### src/rtl/dbg_mbx_pkg.sv
`timescale 1ns/1ps
package dbg_mbx_pkg;
    typedef enum logic [1:0] {
        OP_NONE  = 2'd0,
        OP_READ  = 2'd1,
        OP_WRITE = 2'd2,
        OP_RSVD  = 2'd3
    } dm_op_e;

    typedef enum logic [1:0] {
        ST_IDLE = 2'd0,
        ST_SEND = 2'd1,
        ST_WAIT = 2'd2
    } mbx_state_e;

    localparam int OFF_TADDR = 'h00;
    localparam int OFF_WDATA = 'h04;
    localparam int OFF_OP    = 'h08;
    localparam int OFF_RDATA = 'h0C;
    localparam int OFF_RSTAT = 'h10;
    localparam int OFF_STAT  = 'h14;

    function automatic logic op_launches(input logic [1:0] code);
        return (code == OP_READ) || (code == OP_WRITE);
    endfunction
endpackage

### src/rtl/dbg_mbx_fsm.sv
`timescale 1ns/1ps
module dbg_mbx_fsm
    import dbg_mbx_pkg::*;
#(
    parameter int AW = 7,
    parameter int DW = 32
) (
    input  logic          clk,
    input  logic          rst_n,
    input  logic          op_wr,
    input  logic [1:0]    op_code,
    input  logic [AW-1:0] taddr,
    input  logic [DW-1:0] tdata,
    input  logic          req_ready,
    input  logic          rsp_valid,
    output logic          req_valid,
    output logic          rsp_ready,
    output logic [AW-1:0] req_addr,
    output logic [DW-1:0] req_data,
    output logic [1:0]    req_op,
    output logic          idle,
    output logic          launch,
    output logic          rsp_cap
);
    mbx_state_e state, state_nxt;

    // state register
    always_ff @(posedge clk or negedge rst_n) begin
        if (!rst_n) state <= ST_IDLE;
        else        state <= state_nxt;
    end

    // next state
    always_comb begin
        state_nxt = state;
        unique case (state)
            ST_IDLE: if (op_wr && op_launches(op_code)) state_nxt = ST_SEND;
            ST_SEND: if (req_ready)                     state_nxt = ST_WAIT;
            ST_WAIT: if (rsp_valid)                     state_nxt = ST_IDLE;
            default:                                    state_nxt = ST_IDLE;
        endcase
    end

    // outputs
    always_comb begin
        idle      = (state == ST_IDLE);
        req_valid = (state == ST_SEND);
        rsp_ready = (state == ST_WAIT);
        launch    = idle && op_wr && op_launches(op_code);
        rsp_cap   = rsp_ready && rsp_valid;
    end

    // request payload frozen at launch
    always_ff @(posedge clk or negedge rst_n) begin
        if (!rst_n) begin
            req_addr <= '0;
            req_data <= '0;
            req_op   <= OP_NONE;
        end else if (launch) begin
            req_addr <= taddr;
            req_data <= tdata;
            req_op   <= op_code;
        end
    end
endmodule

### src/rtl/dbg_mbx_regs.sv
`timescale 1ns/1ps
module dbg_mbx_regs #(
    parameter int AW = 7,
    parameter int DW = 32
) (
    input  logic          clk,
    input  logic          rst_n,
    input  logic          wr_taddr,
    input  logic          wr_tdata,
    input  logic [DW-1:0] wdata,
    input  logic          launch,
    input  logic [1:0]    launch_op,
    input  logic          rsp_cap,
    input  logic [DW-1:0] rsp_data_in,
    input  logic          rsp_err_in,
    input  logic          rstat_rd,
    output logic [AW-1:0] taddr,
    output logic [DW-1:0] tdata,
    output logic [1:0]    last_op,
    output logic [DW-1:0] rsp_data,
    output logic          rsp_err,
    output logic          rsp_avail
);
    always_ff @(posedge clk or negedge rst_n) begin
        if (!rst_n) begin
            taddr <= '0;
            tdata <= '0;
        end else begin
            if (wr_taddr) taddr <= wdata[AW-1:0];
            if (wr_tdata) tdata <= wdata;
        end
    end

    always_ff @(posedge clk or negedge rst_n) begin
        if (!rst_n)      last_op <= 2'd0;
        else if (launch) last_op <= launch_op;
    end

    always_ff @(posedge clk or negedge rst_n) begin
        if (!rst_n) begin
            rsp_data  <= '0;
            rsp_err   <= 1'b0;
            rsp_avail <= 1'b0;
        end else if (rsp_cap) begin
            rsp_data  <= rsp_data_in;
            rsp_err   <= rsp_err_in;
            rsp_avail <= 1'b1;
        end else if (rstat_rd) begin
            rsp_avail <= 1'b0;
        end
    end
endmodule

### src/rtl/dbg_mbx_rdmux.sv
`timescale 1ns/1ps
module dbg_mbx_rdmux
    import dbg_mbx_pkg::*;
#(
    parameter int AW    = 7,
    parameter int DW    = 32,
    parameter int WIN_W = 5
) (
    input  logic [WIN_W-1:0] off,
    input  logic [AW-1:0]    taddr,
    input  logic [DW-1:0]    tdata,
    input  logic [1:0]       last_op,
    input  logic [DW-1:0]    rsp_data,
    input  logic             rsp_err,
    input  logic             rsp_avail,
    input  logic             idle,
    output logic [DW-1:0]    rdata
);
    always_comb begin
        rdata = '0;
        if (off == WIN_W'(OFF_TADDR))      rdata = {{(DW-AW){1'b0}}, taddr};
        else if (off == WIN_W'(OFF_WDATA)) rdata = tdata;
        else if (off == WIN_W'(OFF_OP))    rdata = {{(DW-2){1'b0}}, last_op};
        else if (off == WIN_W'(OFF_RDATA)) rdata = rsp_data;
        else if (off == WIN_W'(OFF_RSTAT)) rdata = {{(DW-1){1'b0}}, rsp_err};
        else if (off == WIN_W'(OFF_STAT))  rdata = {{(DW-2){1'b0}}, rsp_avail, idle};
    end
endmodule

### src/rtl/dbg_mailbox.sv
`timescale 1ns/1ps
module dbg_mailbox
    import dbg_mbx_pkg::*;
#(
    parameter int AW    = 7,
    parameter int DW    = 32,
    parameter int WIN_W = 5
) (
    input  logic             clk,
    input  logic             rst_n,
    input  logic             bus_wr_en,
    input  logic             bus_rd_en,
    input  logic [WIN_W-1:0] bus_addr,
    input  logic [DW-1:0]    bus_wdata,
    output logic [DW-1:0]    bus_rdata,
    output logic             dm_req_valid,
    input  logic             dm_req_ready,
    output logic [AW-1:0]    dm_req_addr,
    output logic [DW-1:0]    dm_req_data,
    output logic [1:0]       dm_req_op,
    input  logic             dm_rsp_valid,
    output logic             dm_rsp_ready,
    input  logic [DW-1:0]    dm_rsp_data,
    input  logic             dm_rsp_err
);
    logic          wr_taddr, wr_tdata, op_wr, rstat_rd;
    logic [AW-1:0] taddr;
    logic [DW-1:0] tdata, rsp_data;
    logic [1:0]    last_op;
    logic          rsp_err, rsp_avail, mbx_idle, launch, rsp_cap;

    assign wr_taddr = bus_wr_en && (bus_addr == WIN_W'(OFF_TADDR));
    assign wr_tdata = bus_wr_en && (bus_addr == WIN_W'(OFF_WDATA));
    assign op_wr    = bus_wr_en && (bus_addr == WIN_W'(OFF_OP));
    assign rstat_rd = bus_rd_en && (bus_addr == WIN_W'(OFF_RSTAT));

    dbg_mbx_fsm #(.AW(AW), .DW(DW)) u_fsm (
        .clk(clk), .rst_n(rst_n),
        .op_wr(op_wr), .op_code(bus_wdata[1:0]),
        .taddr(taddr), .tdata(tdata),
        .req_ready(dm_req_ready), .rsp_valid(dm_rsp_valid),
        .req_valid(dm_req_valid), .rsp_ready(dm_rsp_ready),
        .req_addr(dm_req_addr), .req_data(dm_req_data), .req_op(dm_req_op),
        .idle(mbx_idle), .launch(launch), .rsp_cap(rsp_cap)
    );

    dbg_mbx_regs #(.AW(AW), .DW(DW)) u_regs (
        .clk(clk), .rst_n(rst_n),
        .wr_taddr(wr_taddr), .wr_tdata(wr_tdata), .wdata(bus_wdata),
        .launch(launch), .launch_op(bus_wdata[1:0]),
        .rsp_cap(rsp_cap), .rsp_data_in(dm_rsp_data), .rsp_err_in(dm_rsp_err),
        .rstat_rd(rstat_rd),
        .taddr(taddr), .tdata(tdata), .last_op(last_op),
        .rsp_data(rsp_data), .rsp_err(rsp_err), .rsp_avail(rsp_avail)
    );

    dbg_mbx_rdmux #(.AW(AW), .DW(DW), .WIN_W(WIN_W)) u_rdmux (
        .off(bus_addr), .taddr(taddr), .tdata(tdata), .last_op(last_op),
        .rsp_data(rsp_data), .rsp_err(rsp_err), .rsp_avail(rsp_avail),
        .idle(mbx_idle), .rdata(bus_rdata)
    );
endmodule

### config.mk
export PLATFORM = sky130hd
export DESIGN_NAME = dbg_mailbox
export DESIGN_NICKNAME = d
export VERILOG_FILES = /design/src/rtl/dbg_mbx_pkg.sv /design/src/rtl/dbg_mbx_fsm.sv /design/src/rtl/dbg_mbx_regs.sv /design/src/rtl/dbg_mbx_rdmux.sv /design/src/rtl/dbg_mailbox.sv
export SDC_FILE = /design/constraint.sdc
export NUM_CORES = 1
export LEC_CHECK = 0
export BUFFER_PORTS_ARGS = -buffer_cell sky130_fd_sc_hd__buf_2
export CORE_ASPECT_RATIO = 0.8
export CORE_MARGIN = 2
export CORE_UTILIZATION = 50
export DETAILED_ROUTE_END_ITERATION = 10
export PLACE_DENSITY = 0.83
export RECOVER_POWER = 100
export SYNTH_ARGS = -nofsm -noshare
export SYNTH_HDL_FRONTEND = slang
export SYNTH_SLANG_ARGS = --single-unit
### constraint.sdc
create_clock -name clk -period 4.09 [get_ports clk]
set_input_delay 0 -clock clk [delete_from_list [all_inputs] [get_ports clk]]
set_output_delay 0 -clock clk [all_outputs]
set_load 0.03 [all_outputs]
# Word level (Yosys, flattened, before mapping)
# Cells that the tools add are included.
# word_totals
regBits	116
inputBits	76
# op_classes
n_eq_ne	12
muxes	12
reduce_logical	13
# ops
op	count
$mux 32	5
$eq 5x4->1 const B	2
$eq 5x5->1 const B	2
$logic_and 1x1->1	8
$mux 2	4
$pmux 2 s3	1
$eq 5x3->1 const B	1
$logic_not 5->1	1
$eq 2x1->1 const B	2
$eq 2x2->1 const B	2
$ne 2x2->1 const B	2
$reduce_and 3->1	1
$logic_not 2->1	1
$mux 1	2
$ne 2x1->1 const B	1
$reduce_bool 2->1	1
$logic_or 1x1->1	1

# Longest topological paths before layout
# logic_depth
ltp_word	7
mapped_depth	7
ltp_nobuf	4

# Hierarchy
# Synthesis repeated with hierarchy kept, for this count alone.
# hier_totals
hier_cells	348
hier_area_um2	5485.3
# by_module_without_submodules
mod	cells_per_inst	instances	area_each_um2
dbg_mbx_regs	160	1	3064.2
dbg_mbx_fsm	104	1	1819.2
dbg_mbx_rdmux	75	1	541.8
dbg_mailbox	9	1	60.1

# Least setup slack after synthesis
# Ideal clock, no wire load.
# synth_path
path_kind	register to register
start	reg u_fsm.state[0]
end	reg u_regs.rsp_data[10]
setup_slack_ns	2.238
setup_time_ns	0.125
required_time_ns	3.965
t_arrival_ns	1.727
synth_period_minus_slack_ns	1.852
path_stages_with_launch	5
path_buffers	1
path_cell_list	dfrtp_1 -> nor2b_1 -> nand2_1 -> clkbuf_1 -> mux2_2
# synth_between
elab_chain_cells	2
# synth_rtl
element	line	rtl
start, declared	dbg_mbx_fsm.sv:25	mbx_state_e state, state_nxt;
start signal, assigned	dbg_mbx_fsm.sv:30	else state <= state_nxt;
$eq 2x2->1	dbg_mbx_fsm.sv:48	rsp_ready = (state == ST_WAIT);
named net dm_rsp_ready	dbg_mailbox.sv:22	output logic dm_rsp_ready,
$logic_and 1x1->1	dbg_mbx_fsm.sv:50	rsp_cap = rsp_ready && rsp_valid;
end signal, assigned	dbg_mbx_regs.sv:45	rsp_data <= rsp_data_in;
end, declared	dbg_mbx_regs.sv:20	output logic [DW-1:0] rsp_data,
# The timed path passes the listed nets, and every way through them passes these cells.
# A chain may end at the register's enable or synchronous reset.

# Worst setup path in the final report
# layout_path
start	reg u_fsm.state[1]
end	reg u_fsm.req_data[7]
# layout_between
elab_chain_cells	3
# layout_rtl
element	line	rtl
$logic_not 2->1	dbg_mbx_fsm.sv:46	idle = (state == ST_IDLE);
$logic_and 1x1->1 (2 in a row)	dbg_mbx_fsm.sv:49	launch = idle && op_wr && op_launches(op_code);
end signal, assigned	dbg_mbx_fsm.sv:61	req_data <= tdata;
end, declared	dbg_mbx_fsm.sv:19	output logic [DW-1:0] req_data,
# No other way between the ends.

==> results.sh <==
export IMPL_die_width_um=116
export IMPL_coreArea_um2=9690
export IMPL_end_kind="register"
export IMPL_synth_top_area_cell="dfrtp_1"
export IMPL_fin_tns_setup_ns=0
export IMPL_ys_seq_area_share_pct=57.8
export IMPL_pwr_density_cell_nw_per_um2=480
export IMPL_synth_warnings=0
export IMPL_multiInputGateArea_um2=1860
export IMPL_fin_crit_sh_pct=68.4
export IMPL_violations="max-capacitance violations, max-slew violations"
export IMPL_dieHeight_um=93.7
export IMPL_report_final_slew_viol_count=103
export IMPL_track_usage_pct=25.1
export IMPL_cp_endpoint="u_fsm.req_data[7]"
export IMPL_wire_per_inst_um=18.5
export IMPL_antenna_cells=0
export IMPL_clockBufferDepth=2
export IMPL_place_congestion=0.923
export IMPL_setup_viol=0
export IMPL_grt_max_degree=64
export IMPL_max_freq_mhz=357
export IMPL_status="complete, but fails checks"
export IMPL_antenna_found_initial=0
export IMPL_max_slew_margin_pct=-14.8
export IMPL_finalHoldViolCount=0
export IMPL_fin_nets=631
export IMPL_cts_sinks=116
export IMPL_dr_pass1_iters=6
export IMPL_yosysUniqueCellTypes=29
export IMPL_grt_pass1_wl_um=20500
export IMPL_root_buffer="clkbuf_16"
export IMPL_rr_endpoint="u_fsm.req_data[7]"
export IMPL_ir_worst_vdd_v=0.000359
export IMPL_dpl_cell_area_um2=5820
export IMPL_postSynthCellCount=334
export IMPL_drive_gt1_share_pct=30.7
export IMPL_p_leak_uw=0.00336
export IMPL_stdcell_area_um2=6870
export IMPL_r2r_start="u_fsm.state[1]"
export IMPL_h_tree_depth=4
export IMPL_syn_avg_cell_area_um2=15.0
export IMPL_fin_total_pwr_uw=3300
export IMPL_first_global_vias=4034
export IMPL_ys_ff_latch=116
export IMPL_ios=151
export IMPL_synth_area_top_cells="dfrtp_1 58%, mux2_2 15%, mux2_1 6.9%, mux2_4 6.0%, a22o_1 4.5%"
export IMPL_viasPerCell=5.23
export IMPL_hpwl_um=7700
export IMPL_cp_max_fo=26
export IMPL_fp_dieArea_um2=10900
export IMPL_syn_cell_area_um2=5020
export IMPL_clk_pin_slew_worst_paths_ns=0.05
export IMPL_skew_ns=0.0105
export IMPL_critPathRequiredTime_ns=4.36
export IMPL_post_route_min_period_ns=2.80
export IMPL_max_cap_violations=4
export IMPL_cp_startpoint="u_fsm.state[1]"
export IMPL_r2r_cells=5
export IMPL_seq_area_um2=2900
export IMPL_arrival_ns=3.07
export IMPL_initial_core_util_pct=51.8
export IMPL_critPathKind="reg -> reg"
export IMPL_critPathLaunchType="register"
export IMPL_postRouteAntennaNets=0
export IMPL_nFillCells=716
export IMPL_drt_wl_total_um=13000
export IMPL_yosysTopAreaCellShare_pct=57.8
export IMPL_drt_initial_drc_count=195
export IMPL_worstHoldPathType="in -> async"
export IMPL_ff2ff_setup_slack_ns=1.29
export IMPL_area_growth_pct=36.8
export IMPL_whs_ns=0.240
export IMPL_numCtsBuffers=17
export IMPL_cts_tree="built"
export IMPL_tightestPinTransition_ns=1.71
export IMPL_clk_latency_ns=0.40
export IMPL_vias=3674
export IMPL_overflow=0
export IMPL_worst_slack_ns=1.29
export IMPL_numPortBuffers=150
export IMPL_place_ws_ns=1.96
export IMPL_rsz0062_at_grt="false"
export IMPL_num_rows=32
export IMPL_drcViolationCount=0
export IMPL_synth_nets=410
==> per-layer routing <==
| layer | vias up | routed length, µm | GRT usage [%] |
|---|---|---|---|
| met4 | 0 | 129 | 7.94 |
| met3 | 14 | 525 | 6.77 |
| met1 | 1884 | 5510 | 29.5 |
| met2 | 110 | 6820 | 44.8 |
| li1 | 1666 | - | - |
| met5 | - | 0 | 0 |
==> cell families (layout without fill, tap and decap cells) <==
family / Yosys count / in the layout / synth area share [%]
buffers and inverters: 24 / 257 / 3.21
multiplexers: 122 / 122 / 28.7
flip-flops: 116 / 116 / 57.8
XOR/XNOR: 1 / 1 / 0.174
AND/OR/NAND/NOR: 31 / 31 / 3.81
AO/OA/AOI/OAI: 40 / 40 / 6.28
==> worst max-delay path: stages (launching register included) <==
cell      delay (ns)
dfrtp_1         0.41
nor2_1          0.19
nand3_1         0.12
nor4_1          0.28
clkbuf_1        1.22
mux2_2          0.46
==> worst min path at each step <==
stage,to
global route,u_regs.taddr[4]
finish,u_fsm.req_data[1]
CTS,u_regs.taddr[2]
floorplan,u_fsm.req_addr[0]
global placement,u_fsm.req_addr[5]
detailed placement,u_regs.taddr[5]
==> flip-flops by register name, indices dropped and copies added (netlist names) <==
| name | cells |
|---|---|
| u_fsm.req_addr | 7 |
| u_regs.taddr | 7 |
| u_fsm.req_op | 2 |
| u_regs.rsp_err | 1 |
| u_fsm.req_data | 32 |
| u_fsm.state | 2 |
| u_regs.rsp_avail | 1 |
| u_regs.rsp_data | 32 |
| u_regs.tdata | 32 |
==> cell usage after synthesis (all sizes together) <==
cell type  count
nor4           3
nand4          1
a21oi          2
a211oi         1
nor2b          4
or3            1
a22o          26
nor2          11
mux2         118
a22oi          5
nand3b         2
mux2i          4
dfrtp        116
clkbuf         4
xor2           1
a21o           1
inv            3
nand2          7
buf           17
o21ai          5
nand3          2
==> repair_timing <==
| item | in CTS | in global routing |
|---|---|---|
| buffers inserted | 0 | 0 |
| hold endpoints to repair | 139 | 0 |
| resized for setup | 0 | 0 |
| hold buffers | 70 | 0 |
==> per-stage QoR <==
| step | utilization, % | instances |
|---|---|---|
| 2_1_floorplan | - | 334 |
| 3_3_place_gp | 60.1 | 602 |
| 3_5_place_dp | 60.1 | 602 |
| 4_1_cts | 73.1 | 703 |
| 5_1_grt | 70.9 | 703 |
| 6_report | 70.9 | 703 |
==> final cells by class <==
class                   instances  share of cell area (%)
clock buffers                  20                    6.50
repair buffers                223                    20.0
well taps                     136                    2.48
flip-flops and latches        116                    42.2
clock inverters                11                    1.62
multi-input cells             194                    27.0
inverters                       3                   0.164
==> layout by cell type, fill, tap and decap left out, types with 2 or more instances in the layout <==
cell / synthesis / final
a21oi_1: 2 / 2
a22o_1: 26 / 26
a22oi_1: 5 / 5
buf_2: 6 / 74
bufinv_16: 0 / 2
clkbuf_1: 4 / 79
clkbuf_16: 0 / 17
clkinv_2: 0 / 7
dfrtp_1: 116 / 116
dlygate4sd3_1: 0 / 70
inv_1: 3 / 3
mux2_1: 31 / 52
mux2_2: 67 / 64
mux2_4: 20 / 2
mux2i_1: 4 / 4
nand2_1: 6 / 7
nand3_1: 2 / 2
nand3b_1: 2 / 2
nor2_1: 9 / 9
nor2_2: 2 / 2
nor2b_1: 4 / 3
nor4_1: 1 / 3
o21ai_0: 5 / 5
==> report_power, final <==
part	total [µW]	internal (µW)	leakage [µW]	switching, µW
registers	1450	1320	0.00154	123
clock network	1400	901	0.000279	501
logic	449	221	0.00153	228
No activity file was read; power rests on OpenSTA's default activity.
